$ cat src/rtl/rs_pkg.sv
package rs_pkg;

  typedef enum logic [1:0] {
    OP_ADD = 2'd0,
    OP_SUB = 2'd1,
    OP_XOR = 2'd2,
    OP_AND = 2'd3
  } rs_op_e;

  // Unit arithmetic on a wide container; callers truncate to their width.
  function automatic logic [63:0] fu_result(rs_op_e op, logic [63:0] a, logic [63:0] b);
    case (op)
      OP_ADD:  return a + b;
      OP_SUB:  return a - b;
      OP_XOR:  return a ^ b;
      default: return a & b;
    endcase
  endfunction

endpackage

$ cat src/rtl/rs_prio.sv
module rs_prio #(
  parameter int N = 4,
  localparam int IDX_W = (N > 1) ? $clog2(N) : 1
) (
  input  logic             clk,
  input  logic             rst_n,
  input  logic [N-1:0]     req,
  output logic [N-1:0]     gnt,
  output logic             any,
  output logic [IDX_W-1:0] idx
);

  always_comb begin
    gnt = '0;
    idx = '0;
    for (int i = N - 1; i >= 0; i--) begin
      if (req[i]) begin
        gnt    = '0;
        gnt[i] = 1'b1;
        idx    = IDX_W'(i);
      end
    end
  end

  assign any = |req;

  // never more than one winner
  p_single_gnt_r3: assert property (@(posedge clk) disable iff (!rst_n)
    $onehot0(gnt));

  // no requester below the winner
  p_lowest_wins_r4: assert property (@(posedge clk) disable iff (!rst_n)
    (|gnt) |-> ((req & (gnt - 1'b1)) == '0));

  // the winner was requesting
  p_gnt_in_req_r3: assert property (@(posedge clk) disable iff (!rst_n)
    ((gnt & ~req) == '0));

endmodule

$ cat src/rtl/rs_slot.sv
module rs_slot
  import rs_pkg::*;
#(
  parameter int TAG_W  = 4,
  parameter int DATA_W = 16
) (
  input  logic                   clk,
  input  logic                   rst_n,
  input  logic                   alloc_i,
  input  logic                   grant_i,
  input  rs_op_e                 op_i,
  input  logic [TAG_W-1:0]       dtag_i,
  input  logic [1:0][TAG_W-1:0]  stag_i,
  input  logic [1:0][DATA_W-1:0] sval_i,
  input  logic                   bc_valid_i,
  input  logic [TAG_W-1:0]       bc_tag_i,
  input  logic [DATA_W-1:0]      bc_val_i,
  output logic                   busy_o,
  output logic                   ready_o,
  output rs_op_e                 op_o,
  output logic [TAG_W-1:0]       dtag_o,
  output logic [1:0][DATA_W-1:0] opnd_o
);

  logic              busy_q;
  rs_op_e            op_q;
  logic [TAG_W-1:0]  dtag_q;
  logic              src_rdy [2];
  logic              hit_issue [2];
  logic              hit_wait [2];
  logic              wake_evt;

  always_ff @(posedge clk) begin
    if (!rst_n) begin
      busy_q <= 1'b0;
      op_q   <= OP_ADD;
      dtag_q <= '0;
    end else if (alloc_i) begin
      busy_q <= 1'b1;
      op_q   <= op_i;
      dtag_q <= dtag_i;
    end else if (grant_i) begin
      busy_q <= 1'b0;
    end
  end

  for (genvar s = 0; s < 2; s++) begin : g_src
    logic [TAG_W-1:0]  tag_q;
    logic [DATA_W-1:0] val_q;

    assign hit_issue[s] = bc_valid_i && (stag_i[s] != '0) && (stag_i[s] == bc_tag_i);
    assign hit_wait[s]  = busy_q && !src_rdy[s] && bc_valid_i && (tag_q == bc_tag_i);

    always_ff @(posedge clk) begin
      if (!rst_n) begin
        src_rdy[s] <= 1'b0;
        tag_q      <= '0;
        val_q      <= '0;
      end else if (alloc_i) begin
        tag_q <= stag_i[s];
        if (stag_i[s] == '0) begin
          src_rdy[s] <= 1'b1;
          val_q      <= sval_i[s];
        end else if (hit_issue[s]) begin
          src_rdy[s] <= 1'b1;
          val_q      <= bc_val_i;
        end else begin
          src_rdy[s] <= 1'b0;
        end
      end else if (hit_wait[s]) begin
        src_rdy[s] <= 1'b1;
        val_q      <= bc_val_i;
      end
    end

    assign opnd_o[s] = val_q;

    // a snooped match leaves the source present next cycle
    p_wake_fills_r5: assert property (@(posedge clk) disable iff (!rst_n)
      hit_wait[s] && !grant_i |=> src_rdy[s] && (val_q == $past(bc_val_i)));

    // match on the issue cycle is taken at issue
    p_issue_catch_r6: assert property (@(posedge clk) disable iff (!rst_n)
      alloc_i && hit_issue[s] |=> src_rdy[s] && (val_q == $past(bc_val_i)));
  end

  assign wake_evt = hit_wait[0] || hit_wait[1];
  assign busy_o   = busy_q;
  assign ready_o  = busy_q && src_rdy[0] && src_rdy[1];
  assign op_o     = op_q;
  assign dtag_o   = dtag_q;

  // allocation only targets an empty slot
  p_alloc_empty_r1: assert property (@(posedge clk) disable iff (!rst_n)
    alloc_i |-> !busy_q);

  // a dispatched slot is empty afterwards
  p_release_r7: assert property (@(posedge clk) disable iff (!rst_n)
    grant_i |=> !busy_q);

  // only complete slots are granted
  p_grant_ready_r3: assert property (@(posedge clk) disable iff (!rst_n)
    grant_i |-> ready_o);

  // a slot capturing now cannot be dispatched now
  p_wake_not_same_r5: assert property (@(posedge clk) disable iff (!rst_n)
    wake_evt |-> !grant_i);

endmodule

$ cat src/rtl/rs_fu.sv
module rs_fu
  import rs_pkg::*;
#(
  parameter int TAG_W  = 4,
  parameter int DATA_W = 16,
  parameter int FU_LAT = 3,
  localparam int CW    = $clog2(FU_LAT + 1)
) (
  input  logic              clk,
  input  logic              rst_n,
  input  logic              fire_i,
  input  rs_op_e            op_i,
  input  logic [DATA_W-1:0] a_i,
  input  logic [DATA_W-1:0] b_i,
  input  logic [TAG_W-1:0]  tag_i,
  output logic              free_o,
  output logic              bc_valid_o,
  output logic [TAG_W-1:0]  bc_tag_o,
  output logic [DATA_W-1:0] bc_val_o
);

  logic [CW-1:0]     cnt_q;
  logic [DATA_W-1:0] res_q;
  logic [TAG_W-1:0]  tag_q;
  logic [DATA_W-1:0] calc;

  assign calc = DATA_W'(fu_result(op_i, 64'(a_i), 64'(b_i)));

  always_ff @(posedge clk) begin
    if (!rst_n) begin
      cnt_q <= '0;
      res_q <= '0;
      tag_q <= '0;
    end else if (fire_i) begin
      cnt_q <= CW'(FU_LAT);
      res_q <= calc;
      tag_q <= tag_i;
    end else if (cnt_q != '0) begin
      cnt_q <= cnt_q - 1'b1;
    end
  end

  assign free_o     = (cnt_q <= CW'(1));
  assign bc_valid_o = (cnt_q == CW'(1));
  assign bc_tag_o   = tag_q;
  assign bc_val_o   = res_q;

  // a dispatch never lands on a busy unit
  p_fire_idle_r3: assert property (@(posedge clk) disable iff (!rst_n)
    fire_i |-> free_o);

  if (FU_LAT > 1) begin : g_quiet
    // no result right after a dispatch when latency exceeds one
    p_quiet_after_fire_r8: assert property (@(posedge clk) disable iff (!rst_n)
      fire_i |=> !bc_valid_o);
  end

endmodule

$ cat src/rtl/rs_sched.sv
module rs_sched
  import rs_pkg::*;
#(
  parameter int NUM_ENT = 4,
  parameter int TAG_W   = 4,
  parameter int DATA_W  = 16,
  parameter int FU_LAT  = 3,
  localparam int IDX_W  = (NUM_ENT > 1) ? $clog2(NUM_ENT) : 1
) (
  input  logic              clk,
  input  logic              rst_n,
  input  logic              issue_valid,
  output logic              issue_ready,
  input  logic [1:0]        issue_op,
  input  logic [TAG_W-1:0]  issue_dst_tag,
  input  logic [TAG_W-1:0]  issue_a_tag,
  input  logic [DATA_W-1:0] issue_a_val,
  input  logic [TAG_W-1:0]  issue_b_tag,
  input  logic [DATA_W-1:0] issue_b_val,
  output logic              disp_valid,
  output logic [IDX_W-1:0]  disp_slot,
  output logic [TAG_W-1:0]  disp_tag,
  output logic              res_valid,
  output logic [TAG_W-1:0]  res_tag,
  output logic [DATA_W-1:0] res_val
);

  logic [NUM_ENT-1:0] busy_vec, ready_vec, free_vec;
  logic [NUM_ENT-1:0] alloc_gnt, alloc_vec, pick_gnt, grant_vec;
  logic               alloc_any, pick_any, fu_free, fire;
  logic [IDX_W-1:0]   alloc_idx, pick_idx;

  rs_op_e                 ent_op   [NUM_ENT];
  logic [TAG_W-1:0]       ent_dtag [NUM_ENT];
  logic [1:0][DATA_W-1:0] ent_opnd [NUM_ENT];

  logic [1:0][TAG_W-1:0]  in_tags;
  logic [1:0][DATA_W-1:0] in_vals;
  logic                   bc_valid;
  logic [TAG_W-1:0]       bc_tag;
  logic [DATA_W-1:0]      bc_val;

  assign in_tags  = {issue_b_tag, issue_a_tag};
  assign in_vals  = {issue_b_val, issue_a_val};
  assign free_vec = ~busy_vec;

  rs_prio #(.N(NUM_ENT)) u_alloc (
    .clk(clk), .rst_n(rst_n), .req(free_vec),
    .gnt(alloc_gnt), .any(alloc_any), .idx(alloc_idx)
  );

  assign issue_ready = alloc_any;
  assign alloc_vec   = alloc_gnt & {NUM_ENT{issue_valid}};

  for (genvar i = 0; i < NUM_ENT; i++) begin : g_slot
    rs_slot #(.TAG_W(TAG_W), .DATA_W(DATA_W)) u_slot (
      .clk(clk), .rst_n(rst_n),
      .alloc_i(alloc_vec[i]), .grant_i(grant_vec[i]),
      .op_i(rs_op_e'(issue_op)), .dtag_i(issue_dst_tag),
      .stag_i(in_tags), .sval_i(in_vals),
      .bc_valid_i(bc_valid), .bc_tag_i(bc_tag), .bc_val_i(bc_val),
      .busy_o(busy_vec[i]), .ready_o(ready_vec[i]),
      .op_o(ent_op[i]), .dtag_o(ent_dtag[i]), .opnd_o(ent_opnd[i])
    );
  end

  rs_prio #(.N(NUM_ENT)) u_pick (
    .clk(clk), .rst_n(rst_n), .req(ready_vec),
    .gnt(pick_gnt), .any(pick_any), .idx(pick_idx)
  );

  assign fire      = pick_any && fu_free;
  assign grant_vec = pick_gnt & {NUM_ENT{fire}};

  rs_fu #(.TAG_W(TAG_W), .DATA_W(DATA_W), .FU_LAT(FU_LAT)) u_fu (
    .clk(clk), .rst_n(rst_n), .fire_i(fire),
    .op_i(ent_op[pick_idx]),
    .a_i(ent_opnd[pick_idx][0]), .b_i(ent_opnd[pick_idx][1]),
    .tag_i(ent_dtag[pick_idx]),
    .free_o(fu_free), .bc_valid_o(bc_valid), .bc_tag_o(bc_tag), .bc_val_o(bc_val)
  );

  assign disp_valid = fire;
  assign disp_slot  = pick_idx;
  assign disp_tag   = ent_dtag[pick_idx];
  assign res_valid  = bc_valid;
  assign res_tag    = bc_tag;
  assign res_val    = bc_val;

  // a full pool accepts nothing
  p_stall_full_r2: assert property (@(posedge clk) disable iff (!rst_n)
    !issue_ready |-> (alloc_vec == '0));

  // the chosen slot is occupied after an accepted issue
  p_alloc_lands_r1: assert property (@(posedge clk) disable iff (!rst_n)
    issue_valid && issue_ready |=> busy_vec[$past(alloc_idx)]);

  // the dispatched slot is ready
  p_disp_ready_r3: assert property (@(posedge clk) disable iff (!rst_n)
    disp_valid |-> ready_vec[pick_idx]);

endmodule

$ cat config.mk
export PLATFORM = sky130hd
export DESIGN_NAME = rs_sched
export DESIGN_NICKNAME = d
export VERILOG_FILES = /design/src/rtl/rs_pkg.sv /design/src/rtl/rs_prio.sv /design/src/rtl/rs_slot.sv /design/src/rtl/rs_fu.sv /design/src/rtl/rs_sched.sv
export SDC_FILE = /design/constraint.sdc
export NUM_CORES = 1
export LEC_CHECK = 0
export BUFFER_PORTS_ARGS = -buffer_cell sky130_fd_sc_hd__buf_4
export CAP_MARGIN = 20
export CORE_MARGIN = 4
export CORE_UTILIZATION = 65
export DETAILED_ROUTE_END_ITERATION = 6
export PLACE_DENSITY_LB_ADDON = 0.15
export SLEW_MARGIN = 20
export SYNTH_ARGS = -nofsm -noshare
export SYNTH_HDL_FRONTEND = slang
export SYNTH_HIERARCHICAL = 1
export SYNTH_SLANG_ARGS = --single-unit
$ cat constraint.sdc
create_clock -name clk -period 10.6 [get_ports clk]
set_clock_uncertainty 0.1 [all_clocks]
set_input_delay 1.06 -clock clk [delete_from_list [all_inputs] [get_ports clk]]
set_output_delay 1.06 -clock clk [all_outputs]
set_load 0.005 [all_outputs]
==> run summary <==
Wire length per cell -> 21.3 um
Antenna Nets Post-Route -> 0
Root Driver -> clkbuf_16
Net Count, Synth -> 1341
Fillers -> 1469
Routed vias -> 9969
Setup crit end kind -> flop
CTS tree -> yes
Hold Crit Class -> reg -> reg
Final setup TNS -> 0 ns
Hold Path Cell Cnt -> 2
CTS buffer count -> 24
Die Y-Extent -> 150 um
R2r setup slk -> 5.22 ns
Fmax achieved -> 186 MHz
GP Congestion -> 0.906
FF-to-FF path depth -> 16
DR pass1 iterations -> 5
Share of layout cells above drive strength 1 -> 0.212
# diodes -> 0
Mapped Area -> 13100 sq um
Multi-input gate area -> 8140 sq um
Area of the core -> 19700 sq um
Pwr Density -> 140 nW/um^2
RSZ-0062 raised after global routing -> no
Max-Cap Viols -> 0
Worst r2r dst -> u_fu/bc_val_o[13]
WS Path Type -> reg -> reg
Worst-skew pair later-pin latency -> 0.51 ns
Grt ovf -> 0
Outcome -> finished clean
Synthesis-to-finish area growth -> 9.60%
IR drop worst, VDD -> 108 uV
WL final -> 33300 um
Ys Warns -> 6
Initial Util -> 0.668
Max-slew violation count -> 0
Seq. cell area -> 4400 sq um
Fin nets -> 1370
Setup Buffers After CTS -> 0
Drt drc -> 0
H-tree depth -> 1
Mean number of vias per cell -> 6.37
Hold wc startpoint -> g_slot[2].u_slot/g_src[1].val_q[9]
IO Pins -> 78
Leakage dissipation -> 0.00563 uW
Critical Path AT -> 5.67 ns
Clock Path Buffers -> 3
Setup Slack @ Placement -> 5.26 ns
First-pass GRT wire length -> 53300 um
Initial DRC count -> 707
Worst relative slew slack -> 0.237
Final HPWL DP -> 21500 um
Startpoint Class -> flop
Die width -> 150 um
CP Data Required Time -> 10.89 ns
Cell Rows -> 51
Port Buffer Count -> 77
Worst Max-Slew Pin Slew -> 1.14 ns
Final Core Density -> 0.732
Period utilization -> 0.507
Final hold violation count -> 0
GRT Total Usage -> 0.295
R2r startpoint -> g_slot[2].u_slot/src_rdy[0]
CTS Hold Bufs -> 0
Final setup viols -> 0
Die Area -> 22500 sq um
Post-Syn Area per Cell -> 10.4 sq um
Worst Path Max Fanout -> 34
Initial antenna violation count -> 0
Period minus WS final -> 5.38 ns
Hold Crit Endpoint -> g_slot[2].u_slot/g_src[1].val_q[9]
Vias in the first global route -> 9898
Clk sinks -> 218
Post-Syn Instances -> 1257
Post-route setup slack -> 5.22 ns
Largest net degree at the start of global routing -> 112
Clk slew on worst S/H paths -> 0.06 ns
CTS resizes -> 0
[layout by cell type (no fill, tap or decap), types with 8 or more instances in the layout]
master,count
o221a_1,64
nor3_1,13
mux2_2,66
clkbuf_16,25
ha_1,34
dfxtp_1,214
mux2i_1,139
xnor2_1,49
and2_1,10
inv_1,19
o211ai_1,8
mux4_2,38
nand3_1,14
nand2b_1,12
buf_4,87
nand2_1,150
and3_1,10
a21oi_1,20
nor2b_1,66
clkbuf_8,8
nor2_1,17
o21ai_0,11
xor2_1,38
o21a_1,71
[power breakdown]
group / leakage [uW] / switching [uW] / internal [uW]
sequential: 0.00177 / 18.0 / 843
clock: 0.000376 / 335 / 484
combinational: 0.00349 / 181 / 154
[critical path, stage by stage, from the launching register on]
cell,delay [ns]
edfxtp_1,0.40
and3_1,0.22
nand2b_1,0.19
a21oi_4,0.33
buf_4,0.66
mux4_2,0.89
nand2b_1,0.35
o21ai_0,0.18
xor2_1,0.17
ha_1,0.38
a2111oi_0,0.42
nor3_1,0.09
o21ai_1,0.20
a21oi_1,0.12
a211o_1,0.29
xnor2_1,0.14
a21oi_1,0.08
[layer usage]
metal / track usage / wire, um / vias up
met1: 0.379 / 13600 / 4825
met3: 0.0430 / 1970 / 77
li1: - / - / 4686
met5: 0 / 0 / -
met4: 0.109 / 1300 / 0
met2: 0.506 / 16500 / 381
[how the worst max path moves through the flow]
stage                                 from                 to  slack, ns  depth (start not counted)
2_1_floorplan  g_slot[2].u_slot/src_rdy[0]  u_fu/bc_val_o[13]       6.32                         19
4_1_cts        g_slot[2].u_slot/src_rdy[0]  u_fu/bc_val_o[13]       5.26                         16
5_1_grt        g_slot[2].u_slot/src_rdy[0]  u_fu/bc_val_o[13]       4.83                         16
3_5_place_dp   g_slot[2].u_slot/src_rdy[0]  u_fu/bc_val_o[13]       5.26                         16
6_report       g_slot[2].u_slot/src_rdy[0]  u_fu/bc_val_o[13]       5.22                         16
3_3_place_gp   g_slot[2].u_slot/src_rdy[0]  u_fu/bc_val_o[13]       5.40                         16
[final cells by class]
class	instances	area share
Multi-Input combinational cell	935	0.566
Inverter	19	0.00496
Clock inverter	3	0.00139
Clock buffer	38	0.0524
Tap cell	265	0.0230
Sequential cell	218	0.306
Timing Repair Buffer	88	0.0462
[flip-flops by register name, summed over array words and instances (netlist names)]
name	flops
u_fu/cnt_q	2
g_slot.u_slot/g_src.val_q	128
u_fu/bc_val_o	16
u_fu/bc_tag_o	4
g_slot.u_slot/src_rdy	8
g_slot.u_slot/g_src.tag_q	32
g_slot.u_slot/dtag_o	16
g_slot.u_slot/op_o	8
g_slot.u_slot/busy_o	4
[stage by stage]
step / hold slack [ns] / area, sq um / instances / power (uW)
6_report: 0.358 / 14400 / 1566 / 2020
2_1_floorplan: 0.335 / 13100 / 1257 / 1120
4_1_cts: 0.359 / 14400 / 1566 / 2020
3_3_place_gp: 0.341 / 13600 / 1525 / 1200
3_5_place_dp: 0.352 / 13600 / 1525 / 1210
5_1_grt: 0.375 / 14400 / 1566 / 2090
Power figures use the tool's default switching activity.
